$ cat config.mk
export PLATFORM = sky130hd
export DESIGN_NAME = can_dom_timeout_mon
export DESIGN_NICKNAME = d
export VERILOG_FILES = /design/src/rtl/can_dom_timeout_mon.sv
export SDC_FILE = /design/constraint.sdc
export NUM_CORES = 1
export LEC_CHECK = 0
export BUFFER_PORTS_ARGS = -buffer_cell sky130_fd_sc_hd__buf_4
export CAP_MARGIN = 20
export CELL_PAD_IN_SITES_DETAIL_PLACEMENT = 1
export CELL_PAD_IN_SITES_GLOBAL_PLACEMENT = 2
export CORE_MARGIN = 8
export CORE_UTILIZATION = 36
export CTS_CLUSTER_SIZE = 10
export DETAILED_ROUTE_END_ITERATION = 7
export GPL_TIMING_DRIVEN = 1
export PLACE_DENSITY_LB_ADDON = 0.1
export SLEW_MARGIN = 20
export SYNTH_ARGS = -nofsm -noshare
export SYNTH_HDL_FRONTEND = slang
export SYNTH_SLANG_ARGS = --single-unit
$ cat constraint.sdc
create_clock -name clk -period 1.77 [get_ports clk]
set_input_delay 0.177 -clock clk [delete_from_list [all_inputs] [get_ports clk]]
set_output_delay 0.177 -clock clk [all_outputs]
set_load 0.05 [all_outputs]
$ cat src/rtl/can_dom_timeout_mon.sv
module can_dom_timeout_mon #(
  parameter int CLK_HZ     = 40_000_000,
  parameter int TIMEOUT_US = 1200
) (
  input  logic clk,
  input  logic rst,
  input  logic txd_in,
  input  logic normal_mode,
  input  logic bus_rx,
  output logic drv_en,
  output logic dto_fault,
  output logic rxd_out
);

  localparam int LIMIT = (CLK_HZ / 1000) * TIMEOUT_US / 1000;
  localparam int CW    = $clog2(LIMIT + 1);

  logic [1:0]    sync_q;
  logic          prev_q;
  logic          armed_q, hold_q;
  logic [CW-1:0] cnt_q;

  logic          tx_s, fall;
  logic          armed_d, hold_d, fault_d;
  logic [CW-1:0] cnt_d;

  assign tx_s    = sync_q[1];
  assign fall    = prev_q & ~tx_s;
  assign rxd_out = bus_rx;

  always_comb begin
    armed_d = armed_q;
    hold_d  = hold_q;
    fault_d = dto_fault;
    cnt_d   = cnt_q;
    if (!normal_mode) begin
      armed_d = 1'b0;
      hold_d  = 1'b1;
      fault_d = 1'b0;
      cnt_d   = '0;
    end else if (tx_s) begin
      armed_d = 1'b0;
      hold_d  = 1'b0;
      fault_d = 1'b0;
      cnt_d   = '0;
    end else if (fall && !hold_q) begin
      armed_d = 1'b1;
      cnt_d   = CW'(1);
      fault_d = (LIMIT == 1);
    end else if (armed_q && !dto_fault) begin
      cnt_d = cnt_q + CW'(1);
      if (cnt_q == CW'(LIMIT - 1)) fault_d = 1'b1;
    end
  end

  always_ff @(posedge clk) begin
    if (rst) begin
      sync_q    <= 2'b11;
      prev_q    <= 1'b1;
      armed_q   <= 1'b0;
      hold_q    <= 1'b1;
      cnt_q     <= '0;
      dto_fault <= 1'b0;
      drv_en    <= 1'b0;
    end else begin
      sync_q    <= {sync_q[0], txd_in};
      prev_q    <= tx_s;
      armed_q   <= armed_d;
      hold_q    <= hold_d;
      cnt_q     <= cnt_d;
      dto_fault <= fault_d;
      drv_en    <= normal_mode & ~hold_d & ~fault_d;
    end
  end


  fault_blocks_drv_chk: assert property (@(posedge clk) disable iff (rst)
    dto_fault |-> !drv_en);


  no_early_fault_chk: assert property (@(posedge clk) disable iff (rst)
    $rose(dto_fault) |-> $past(cnt_q) == CW'(LIMIT - 1));


  release_chk: assert property (@(posedge clk) disable iff (rst)
    (dto_fault && tx_s && normal_mode) |=> !dto_fault);


  standby_off_chk: assert property (@(posedge clk) disable iff (rst)
    !normal_mode |=> (!drv_en && !dto_fault));


  hold_off_chk: assert property (@(posedge clk) disable iff (rst)
    hold_q |-> (!drv_en && !dto_fault));


  no_overflow_chk: assert property (@(posedge clk) disable iff (rst)
    cnt_q <= CW'(LIMIT));

endmodule

Word level (Yosys, flattened, before mapping):

Index checks and enable logic that the tools add are counted.

* bits in latches: 0
* memory bits (writable): 0
* memories kept: 0
* bits in read-only memories: 0
* logic and storage cells: 33
* flip-flop bits (word level): 23

* mux-type cells: 9
* eq/ne operators: 1
* bitwise gates (word level): 7
* add/subtract/negate cells: 1
* $lt $le $gt $ge: 0
* multiply operators: 0
* reductions and logical operators: 7
* div/mod/pow operators: 0
* shift operators: 0

Operator list (count)
* adder 16 x 1 -> 16 bit (second input constant): 1
* == test 16 bit (second input constant): 1
* 2-to-1 mux 1 bit: 9
* inverter 1 bit: 4
* OR reduction 4 bit: 1
* bitwise AND 1 bit: 3
* OR reduction 3 bit: 1
* logical AND 1 bit: 2
* zero test 1 bit: 2
* nonzero test 2 bit: 1

Depth between registers and ports, before layout:

Gate-level depths: netlist of the first run.

* depth in word-level cells: 8
* gate-level depth with buffers: 5

Worst setup path before layout of the first run:

Ideal clock, no wire load.

* path type: reg2reg
* start: register dto_fault
* end: register cnt_q[13]
* library setup time: 0.059 ns
* period minus slack after synthesis: 1.815 ns
* data required time: 1.711 ns
* cell stages (with the launch flop): 5
* data arrival time: 1.756 ns
* path slack: -0.045 ns
* cells stage by stage: dfxtp_1 -> nand3b_4 -> or4_4 -> or4_1 -> nand2_1

* word-level cells in the longest chain between the ends: 2

RTL lines
* start, declared: line 11 `output logic dto_fault,`
* start signal, assigned: line 71 `dto_fault <= fault_d;`
* zero test 1 bit: line 50 `end else if (armed_q && !dto_fault) begin`
* logical AND 1 bit: line 50
* end signal, assigned: line 70 `cnt_q <= cnt_d;`
* end, declared: line 21 `logic [CW-1:0] cnt_q;`

Every way passes these cells.
A chain may end at the register's enable or synchronous reset.

Worst setup path in the final report of the first run:

* start: register cnt_q[9]
* end: register cnt_q[13]

* word-level cells in the longest chain between the ends: 1

RTL lines
* adder 16 x 1 -> 16 bit: line 51 `cnt_d = cnt_q + CW'(1);`

Every way passes these cells.

==> impl_summary.md, run 1 <==
Run status
The run finished with clean final reports.

Power and ir drop
The power density normalized to cell area is approximately 690 nW/um^2. The standby leakage power is 0.443 nW. The worst supply voltage drop on vdd is between 0.0004 and 0.0005 V.

Placement
The global placer's final weighted congestion is between 0.6 and 0.7. The HPWL reported at the end of detailed placement is about 1700 um. The count of port buffers added during placement is 5.

Global routing
The overflow left after global routing is 0. The via count of the first global-routing pass is 835. The initial antenna violation count came to 0. The overall global routing resource usage is between 10% and 20%. Entering global routing, the biggest net connects 14 pins. The global-route wire length before repair is between 3000 and 4000 um.

Drt
The via density per instance is ~5.2. The iteration-0 DRC count of the detailed router is 31. The post-route antenna net violation count is 0.

The total wirelength of the detailed-routed design is approximately 2100 um. The post-detailed-route DRC marker count is 0. The first TritonRoute pass finished after 2 iterations. The routed length per instance is around 14 um.

The detailed-route via count is 790.

Timing
Adding up every negative setup slack in the final design gives 0 ns. In this run the tightest slew margin relative to its limit is just over 70%. The worst path in the final design needs a cycle of ~1.7 ns, including I/O delays and setup. The number of max-slew violations in the final report came to 0. For the pin with the worst max-slew slack, the measured transition is between 0.4 and 0.5 ns.

Setup violations remaining at the end of the flow were counted as 0. Derived from the worst setup path, the maximum achievable clock frequency is a little under 0.6 GHz. The worst clock skew on the final layout is roughly 0.0044 ns.

Setup repair after global routing left no endpoint under its margin. The final hold violation count was 0. Dividing the final minimum period by the clock period gives between 90% and 100%.

Yosys
The number of enable-type register cells in the synthesized netlist is 0. The total of warnings raised by yosys is 0. After synthesis the cells add up to between 1000 and 1500 um^2. The number of nets handed over by synthesis was roughly 110. The distinct cell type count of the synthesized netlist is 31. The number of cells produced by synthesis is about 110. The flip-flop cell with the highest count after synthesis is sky130_fd_sc_hd__dfxtp_1. By area the synthesized netlist is led by sky130_fd_sc_hd__dfxtp_1, sky130_fd_sc_hd__xnor2_1, sky130_fd_sc_hd__nor2_1, sky130_fd_sc_hd__nor3_1, sky130_fd_sc_hd__xor2_1. The post-synthesis sequential area ratio is a little under half.

The average size of a mapped cell is around 9.4 um^2. Of all flip-flops after synthesis, the portion carrying an async set or reset was 0%. The top cell type by total area after synthesis is sky130_fd_sc_hd__dfxtp_1.

Synthesis inferred 23 register bits. The top cell type by area accounts for 45.7% of the synthesized area.

Setup path
The count of cells along the worst register-to-register path is 4. Along the worst path, the maximum fanout reaches 5. The critical path is of the flop to flop type.

The most critical setup path has its startpoint at cnt_q[9]$_SDFFE_PP0N_. The required time of the worst setup path is slightly above 2 ns. The arrival time reported for the critical path endpoint is roughly 2.0 ns. The reg-to-reg setup timing slack is between 0.08 and 0.09 ns.

The endpoint of the worst register-to-register path is cnt_q[13]$_SDFFE_PP0N_. The sort of element at the end of the critical path is a flop. The critical path ends at cnt_q[13]$_SDFFE_PP0N_.

In this run the critical register-to-register path is launched from cnt_q[9]$_SDFFE_PP0N_. The worst setup path is launched from a flop.

Floorplanning
The die width is 68.9 um. The height of the die is slightly below 70 um. Row generation in the floorplan step produced 19 rows. The initial core utilization is between 30% and 40%. The total die area is 4750 um^2. The core region is between 2000 and 3000 um^2. During I/O placement, the number of pins put on the boundary was 8.

Job
The max-capacitance violation count is 0.

Cells and area
The repair_antennas step left the layout with diodes totalling 0. The most common cell after layout, fill and taps aside is sky130_fd_sc_hd__dfxtp_1. The number of filler cells placed in the layout is between 300 and 400. In the layout the commonest cells are sky130_fd_sc_hd__dfxtp_1, sky130_fd_sc_hd__nor2_1, sky130_fd_sc_hd__buf_4.

The final-stage net count is 127. Relative to the synthesized area, the layout overhead comes to 14.3%. The area taken by flip-flops and latches is 463 um^2. At the end of the flow the core is filled with cells to around 43%. The layout cell share with drive strength beyond 1 is a little over a fifth. In the final layout, the multi-input gates occupy about 520 um^2.

Clock network
After clock tree synthesis, the setup repair step added 0 buffers. The clock tree root driver cell is sky130_fd_sc_hd__clkbuf_4. Clock tree synthesis found a total of 23 sinks. The longest clock path from root to sink contains 2 buffers.

CTS built an H-tree with a depth of 1. For the worst-skew pair, the clock arrives at the later sink with an insertion delay of 0.31 ns. The clock-pin slew of the registers on the worst-case setup and hold paths is ~0.12 ns. The count of hold-fix buffers inserted at cts is 0. The TritonCTS clock tree is built. The number of buffers added by the clock tree synthesis step is 3.

Worst hold path
The worst hold path belongs to the class input port to flop.
==> synth_stat cells, types with 3 or more instances <==
library cell,count
sky130_fd_sc_hd__nor2b_1,3
sky130_fd_sc_hd__xor2_1,4
sky130_fd_sc_hd__dfxtp_1,23
sky130_fd_sc_hd__nand3_1,3
sky130_fd_sc_hd__o21ai_0,3
sky130_fd_sc_hd__or2_2,3
sky130_fd_sc_hd__nor2_1,14
sky130_fd_sc_hd__inv_1,3
sky130_fd_sc_hd__nor4_1,4
sky130_fd_sc_hd__xnor2_1,8
sky130_fd_sc_hd__nor3_1,7
sky130_fd_sc_hd__nand2_1,8
==> sequential cells by signal, summed over array words and instances, names as in the netlist <==
signal and flops:
cnt_q 16, drv_en 1, armed_q 1, sync_q 2
hold_q 1, prev_q 1, dto_fault 1
==> metrics by stage <==
step	hold slack, ns	cell area [um^2]	total power [mW]	cells	setup WS (ns)
after global placement	0.355	1120	0.572	147	0.133
after global routing	0.0398	1150	0.842	151	0.0249
after CTS	0.0341	1150	0.824	151	0.0369
final	0.0506	1150	0.800	151	0.0823
after detailed placement	0.355	1120	0.572	147	0.0747
after floorplan	0.281	1010	0.563	107	0.0926
==> layer usage <==
layer / up-vias / global-route usage, % / share of wire [%]
li1: 401 / - / -
met1: 381 / 11.4 / 47
met5: - / 0 / 0
met2: 6 / 17.8 / 50
met3: 2 / 2.10 / 2.6
met4: 0 / 4.51 / 1.0
==> area by class of cell <==
cell class                      instances  area share (%)
Multi-Input combinational cell         78            45.3
Clock buffer                            3            1.95
Inverter                                3           0.977
Clock inverter                          1           0.434
Timing Repair Buffer                   12            7.82
Sequential cell                        23            40.2
Tap cell                               31            3.37
==> worst max-delay path, stage by stage, from the launching register on <==
cell and delay (ns):
sky130_fd_sc_hd__dfxtp_1 0.41, sky130_fd_sc_hd__nand4_2 0.15, sky130_fd_sc_hd__or4_4 0.60, sky130_fd_sc_hd__or4_1 0.41, sky130_fd_sc_hd__nand2_1 0.08
==> report_power, final <==
part | switching (mW) | internal (mW)
clock | 0.156 | 0.0843
sequential | 0.00260 | 0.524
combinational | 0.0186 | 0.0154
total | 0.177 | 0.623
==> timing repair <==
item / CTS / global route
hold endpoints to repair: 0 / 0
endpoints found under the setup margin: 0 / 2
resized for setup: 0 / 1
==> worst min path at each step <==
stage / start / endpoint / depth (start not counted)
global route: txd_in / sync_q[0]$_SDFF_PP1_ / 2
CTS: txd_in / sync_q[0]$_SDFF_PP1_ / 2
global placement: bus_rx / rxd_out / 0
floorplan: rst / prev_q$_SDFF_PP1_ / 1
finish: txd_in / sync_q[0]$_SDFF_PP1_ / 2
detailed placement: bus_rx / rxd_out / 0
==> logic make-up (layout without fill, tap and decap cells) <==
family | after synthesis | count (layout) | share of synthesized area, %
multiplexers | 1 | 1 | 0.993
XOR/XNOR | 12 | 12 | 10.4
AO/OA/AOI/OAI | 8 | 8 | 5.09
flip-flops | 23 | 23 | 45.7
buffers and inverters | 6 | 19 | 2.61
adder cells (fa/ha/maj) | 1 | 1 | 1.24
AND/OR/NAND/NOR | 56 | 56 | 34.0
Note: power is estimated with default switching activity, not from simulation.
==> inputs of run 2 (changes only) <==
- clock period: 1.77 -> 1.8 ns (I/O delays scaled with it)
==> run 2 against run 1 <==
Effect of this change:
- sequential share of layout area down 0.087 points
- count of clock-buffer cells in the layout increased by 1
- sequential power decreased by 2%
- worst setup slack better by 0.029 ns
- die area stayed put
- global-route usage is 1.2 points higher
- non-clock buffer count increased by 1
- final area increased by 0.76%
- power fell by 1.5%
- utilization up 0.32 points
- combinational power hardly changed
- critical endpoint unchanged
- largest cell class unchanged
- highest routed layer unchanged
==> impl_summary.md, run 2 (same netlist as run 1, synthesis figures left out) <==
Run status
The flow ran to the end, and the final reports show no timing, DRC or antenna violations.

Clock network
The TritonCTS clock tree is built. The latest clock arrival within the worst-skew pair is 0.30 ns. In this run the deepest clock path goes through 2 buffers. The H-tree depth reported by CTS is 1. Hold repair after CTS inserted 0 buffers. For this design, the sink count on the clock tree is 23.

Buffers added to address setup during post-CTS repair amount to 0. In this run, CTS created clock tree buffers numbering 3. Once the clock tree was built, the resizer swapped 0 gates to a different size. The clock tree root driver cell is sky130_fd_sc_hd__clkbuf_4. After clock tree synthesis, the clock-pin slew on the worst setup and hold paths is 0.12 ns.

Job
The max-capacitance violation count is 0.

Placement
The HPWL reported at the end of detailed placement is roughly 1800 um. Including well taps, the total number of placed cells is between 100 and 150. The cell area after placement is around 1100 um^2. Buffers placed on the I/O ports in this run total 5.

The minimum setup slack after placement is 0.0884 ns. The congestion estimate from routability-driven global placement came to approximately 0.73.

Timing
The final period utilization is a little over nine tenths. The worst clock skew on the final layout is roughly 0.0043 ns. The final hold violation count was 0. At the pin with the least slew margin, the transition time is approximately 0.43 ns. Setup slack closes at between 0.1 and 0.15 ns. The worst path in the final design needs a cycle of approximately 1.7 ns, including I/O delays and setup. The final count of negative-setup-slack endpoints is 0. Setup repair after global routing left no endpoint under its margin. The worst hold slack is between 0.05 and 0.06 ns. The maximum clock frequency is 0.592 GHz. Measured against its own limit, the worst slew margin works out to a little under three quarters.

The final sum of negative setup slack is 0 ns. The number of max-slew violations in the final report is 0.

Worst hold path
The source of the worst hold timing path is txd_in. The hold path depth is 2. The end of the worst hold path is sync_q[0]$_SDFF_PP1_. The worst hold-check path type is input port to flop.

Cells and area
In the final design database the tool counted roughly 130 nets. The register with the most flip-flops in the layout has 16 of them. The number of diodes is 0. In the final layout, the share of cells above drive strength 1 is a little under a quarter. The layout-stage area growth over the synthesis result is 15.1%. The finished cells cover 1160 um^2.

In the layout the commonest cells are sky130_fd_sc_hd__dfxtp_1, sky130_fd_sc_hd__nor2_1, sky130_fd_sc_hd__buf_4. In the final layout, the registers with the most flip-flops are cnt_q x16, sync_q x2. Leaving out fill and tap cells, the most frequent cell in the layout is sky130_fd_sc_hd__dfxtp_1. More flip-flops sit in one register than any other, and that register is cnt_q. The fraction of the core area covered by cells at the end of the flow is 42.8%. The number of cells in the finished layout apart from fillers is 152.

Global routing
The first global-routing pass estimated roughly 4000 um of wire. The initial antenna violation count is 0. The pin count of the biggest net entering global routing is 13.

For this run, the total global-route usage over all layers was measured as ~11%. Summed over all layers, the global routing overflow is 0. The via count of the first global-routing pass was ~880.

Setup path
The worst setup path is captured at a flop. At the worst endpoint, the arrival time is between 1.5 and 2 ns. The reg-to-reg setup timing slack is 0.11 ns. At the worst endpoint, the required time is 2.06 ns. The startpoint identified for the worst register-to-register timing path is dto_fault$_SDFF_PP0_. The type of the worst setup path is flop to flop. The signal on the critical path passes through nand3b_4 -> or4_4 -> or4_1 -> nand2_1. STA classifies the critical path startpoint as a flop.

The critical path crosses 4 cells after its start point. The slowest stage of the critical path is the sky130_fd_sc_hd__or4_4 cell. The family of cells with the greatest summed delay on the critical path is simple AND/OR/NAND/NOR gates. The largest single stage delay on the critical path is between 0.5 and 0.6 ns.

The buffer and inverter count on the worst path is 0. Measured in cells, the most critical reg-to-reg path has a length of 4. The endpoint of the worst register-to-register path is cnt_q[13]$_SDFFE_PP0N_. The maximum fanout along the worst path is 7.

Drt
The post-route antenna net violation count is 0. The first-pass detailed-route iteration total is 3. For this run, design rule violations remaining after detail routing come to 0. Using the TritonRoute via totals, the vias-per-cell ratio works out to ~5.2.

After detailed routing, the total wire length is roughly 2200 um. Detailed routing inserted a total of approximately 790 vias. After detailed routing, the average wire length per cell comes to roughly 15 um.

The iteration-0 DRC count of the detailed router is 16.

Floorplanning
The floorplan has 19 rows. The initial core utilization is roughly 37%. The total area inside the core boundary comes to ~2700 um^2.

Pin placement for this block handled 8 I/O pins. The total die area is between 4000 and 5000 um^2. The floorplan step set the die width to about 69 um.

The die is roughly 69 um tall.

Power and ir drop
The completed layout was analyzed and its total power is roughly 0.79 mW. The standby leakage power is around 0.45 nW. IR analysis of the VDD net gives a maximum drop of 0.000440 V. Power spread over the standard cell area amounts to about 680 nW/um^2.
run 2: cell count changes in the layout (fill, tap and decap cells not counted), sizes merged:
cell,delta
clkinv,-1
buf,+1
clkbuf,+1
run 2: worst max-delay path by stage:
stage	startpoint	endpoint
floorplan	dto_fault$_SDFF_PP0_	cnt_q[13]$_SDFFE_PP0N_
global placement	cnt_q[7]$_SDFFE_PP0N_	cnt_q[15]$_SDFFE_PP0N_
detailed placement	cnt_q[7]$_SDFFE_PP0N_	cnt_q[13]$_SDFFE_PP0N_
CTS	cnt_q[7]$_SDFFE_PP0N_	cnt_q[13]$_SDFFE_PP0N_
global route	cnt_q[8]$_SDFFE_PP0N_	cnt_q[13]$_SDFFE_PP0N_
finish	dto_fault$_SDFF_PP0_	cnt_q[13]$_SDFFE_PP0N_
run 2: where the power goes:
group	switching [mW]	leakage (nW)	internal [mW]
sequential	0.00233	0.188	0.515
clock	0.150	0.0150	0.0864
combinational	0.0185	0.242	0.0155
run 2: worst reg2reg max path: cells and delay by family, from the launching register on:
kind | cells | cell delay (ns)
flip-flops | 1 | 0.37
AND/OR/NAND/NOR | 4 | 1.27
run 2: cell type report:
class,count,area (um^2)
clock buffer,4,26.3
fill,335,1550
inverter,3,11.3
multi-input combinational,78,522
sequential,23,465
tap,31,38.8
timing repair buffer,13,97.6
run 2: routing by layer:
metal	share of wire [%]	up-vias	global-route usage [%]
li1	-	402	-
met1	45	380	12.6
met2	51	8	20.1
met3	3.2	2	2.75
met4	0.95	0	4.51
met5	0	-	0
==> inputs of run 3 (changes only) <==
- CELL_PAD_IN_SITES_DETAIL_PLACEMENT: 1 -> 0
- CELL_PAD_IN_SITES_GLOBAL_PLACEMENT: 2 -> 1
- CORE_UTILIZATION: 36 -> 47
- CTS_BUF_LIST: unset -> sky130_fd_sc_hd__clkbuf_4
==> run 3 against run 2 <==
Effect of this change:
- largest power group unchanged
- largest cell class unchanged
- routed wire length shrank 21%
- cell count decreased by 4.6%
- maximum frequency about the same
- hold slack worse by 0.019 ns
- utilization grew 14 points
- die area fell by 18%
- register-to-register slack is essentially flat
- count of clock-buffer cells in the layout fell by 1
==> impl_summary.md, run 3 (same netlist as run 1, synthesis figures left out) <==
Run status
The flow ran to the end, and the final reports show no timing, DRC or antenna violations.

Setup path
The worst setup path is of the flop to flop kind. The arrival time reported for the critical path endpoint is 1.95 ns. The endpoint identified for the worst register-to-register timing path is cnt_q[13]$_SDFFE_PP0N_. Traced cell by cell, the critical path runs through nand4_2 -> or4_4 -> or4_1 -> nand2_1. The startpoint identified for the worst register-to-register timing path is cnt_q[7]$_SDFFE_PP0N_.

The element type at the critical path start is a flop. In this run the worst path has a maximum fanout of 5. At the worst endpoint, the required time is just over 2 ns. The largest individual stage delay along the critical path comes from the cell sky130_fd_sc_hd__or4_4.

In this design, the stage delay of the slowest critical-path cell is just under 0.6 ns. The sort of element at the end of the critical path is a flop. For the worst flop-to-flop path, the logic depth is 4. The setup check on the worst reg-to-reg path leaves a slack of 0.11 ns.

Drt
In the routed layout, each cell is associated on average with a via count of 5.17. In the final routed layout, each cell accounts on average for about 12 um. The first-pass detailed-route iteration total is 4. The count of nets left with antenna violations once routing finished came out at 0. The post-detailed-route DRC marker count is 0. The iteration-0 DRC count of the detailed router is 25. Summed over all layers, the routed wires come to 1740 um.

The detailed-route via count is ~750.

Global routing
The global-route wire length before repair is roughly 3000 um. The overflow left after global routing is 0. The pin count of the biggest net entering global routing is 15. The initial antenna violation count was 0. In the global route stage, overall resource usage came out at under 10%. The via count of the first global-routing pass was ~700.

Placement
The congestion estimate from routability-driven global placement came to around 0.77. The HPWL reported at the end of detailed placement is about 1300 um. Port buffering added 5 buffers.

Cells and area
The number of diodes is 0. The layout cell share with drive strength beyond 1 is between 10% and 20%. In the final layout, the registers with the most flip-flops are cnt_q x16, sync_q x2.

The register with the highest flop count is cnt_q. In the final design database the tool counted between 100 and 150 nets. Leaving out fill and tap cells, the most frequent cell in the layout is sky130_fd_sc_hd__dfxtp_1. The register with the most flip-flops in the layout has 16 of them.

In the layout the commonest cells are sky130_fd_sc_hd__dfxtp_1, sky130_fd_sc_hd__nor2_1, sky130_fd_sc_hd__buf_4. The area growth from synthesis to layout is 12.4%.

Floorplanning
During I/O placement, the number of pins put on the boundary was 8. Measured along the x axis, the die boundary spans roughly 62 um. Row generation in the floorplan step produced 16 rows.

The initial utilization of the core area, before any placement, comes to 50.4%. The area inside the core boundary is 2000 um^2. The die covers 3880 um^2. Measured along the y axis, the die boundary spans approximately 62 um.

Timing
Setup total negative slack on the finished layout was measured at 0 ns. For the pin with the worst max-slew slack, the measured transition is between 0.4 and 0.5 ns. For the finished layout, the period the worst path requires is approximately 1.7 ns.

The final hold violation count was 0. The maximum clock frequency is between 0.5 and 0.6 GHz. After layout, the worst path uses between 90% and 100% of the clock period.

The relative slew slack is a little under three quarters. The number of max-slew violations in the final report is 0. The worst clock skew on the final layout is approximately 0.0077 ns. The final count of negative-setup-slack endpoints is 0. Setup repair after global routing left no endpoint under its margin.

Clock network
The buffer levels on the longest clock path is 2. Clock latency on the worst-skew pair, taken at its later pin, is about 0.32 ns. In this run, post-CTS hold repair placed 0 buffers.

The count of clock tree sinks is 23. The clock-pin slew of the registers on the worst-case setup and hold paths is 0.13 ns. The tree is rooted in a sky130_fd_sc_hd__clkbuf_4.

CTS built an H-tree with a depth of 1. The number of cells upsized or downsized after cts is 0. The number of buffers added by the clock tree synthesis step is 3. The number of setup buffers added after CTS is 0.

TritonCTS built the clock tree.

Worst hold path
The worst hold path passes through 2 cells. The source of the worst hold timing path is txd_in. The worst hold-check path type is input port to flop. The end of the worst hold path is sync_q[0]$_SDFF_PP1_.

Power and ir drop
VDD sags by at most 0.000538 V. Total power for the finished layout comes to slightly below 0.8 mW. The analysis attributes to cell leakage a power of between 0.4 and 0.5 nW.

The power density normalized to cell area is 700 nW/um^2.

Job
Max-cap violations in this run came to 0.
## run 3: area by class of cell
cell class / count / area (um^2)
Fill cell: 195 / 868
Multi-Input combinational cell: 78 / 522
Sequential cell: 23 / 462
Timing Repair Buffer: 10 / 75.1
Tap cell: 27 / 33.8
Clock buffer: 3 / 22.5
Inverter: 3 / 11.3
Clock inverter: 1 / 7.51
## run 3: metal layers
metal / up-vias / wire length, um / GRT usage (%)
li1: 396 / - / -
met1: 342 / 857 / 11.3
met2: 9 / 801 / 14.5
met3: 2 / 70 / 4.48
met4: 0 / 12 / 2.56
met5: - / 0 / 0
## run 3: worst max-delay path by stage
stage	from	to	cells past startpoint
floorplan	dto_fault$_SDFF_PP0_	cnt_q[13]$_SDFFE_PP0N_	4
global placement	cnt_q[7]$_SDFFE_PP0N_	cnt_q[15]$_SDFFE_PP0N_	4
detailed placement	cnt_q[9]$_SDFFE_PP0N_	cnt_q[15]$_SDFFE_PP0N_	4
CTS	cnt_q[9]$_SDFFE_PP0N_	cnt_q[13]$_SDFFE_PP0N_	4
global route	cnt_q[7]$_SDFFE_PP0N_	cnt_q[15]$_SDFFE_PP0N_	4
finish	cnt_q[7]$_SDFFE_PP0N_	cnt_q[13]$_SDFFE_PP0N_	4
## run 3: critical path, delay by kind of cell, from the launching register on
family           cells  cell delay (ns)
DFF                  1             0.43
and+or+nand+nor      4             1.20
## run 3: stage by stage
step / instance area (um^2) / setup WS [ns] / hold slack (ns) / instances / utilization, %
2_1_floorplan: 1010 / 0.123 / 0.284 / 107 / -
3_3_place_gp: 1100 / 0.176 / 0.361 / 141 / 55.1
3_5_place_dp: 1100 / 0.145 / 0.361 / 141 / 55.1
4_1_cts: 1130 / 0.0985 / 0.0161 / 145 / 56.6
5_1_grt: 1130 / 0.000794 / 0.00219 / 145 / 56.6
6_report: 1130 / 0.112 / 0.0331 / 145 / 56.6
## run 3: power by group
part | internal (mW) | switching (mW) | total (mW)
Clock | 0.0849 | 0.160 | 0.245
Sequential | 0.515 | 0.00351 | 0.518
Combinational | 0.0139 | 0.0163 | 0.0302
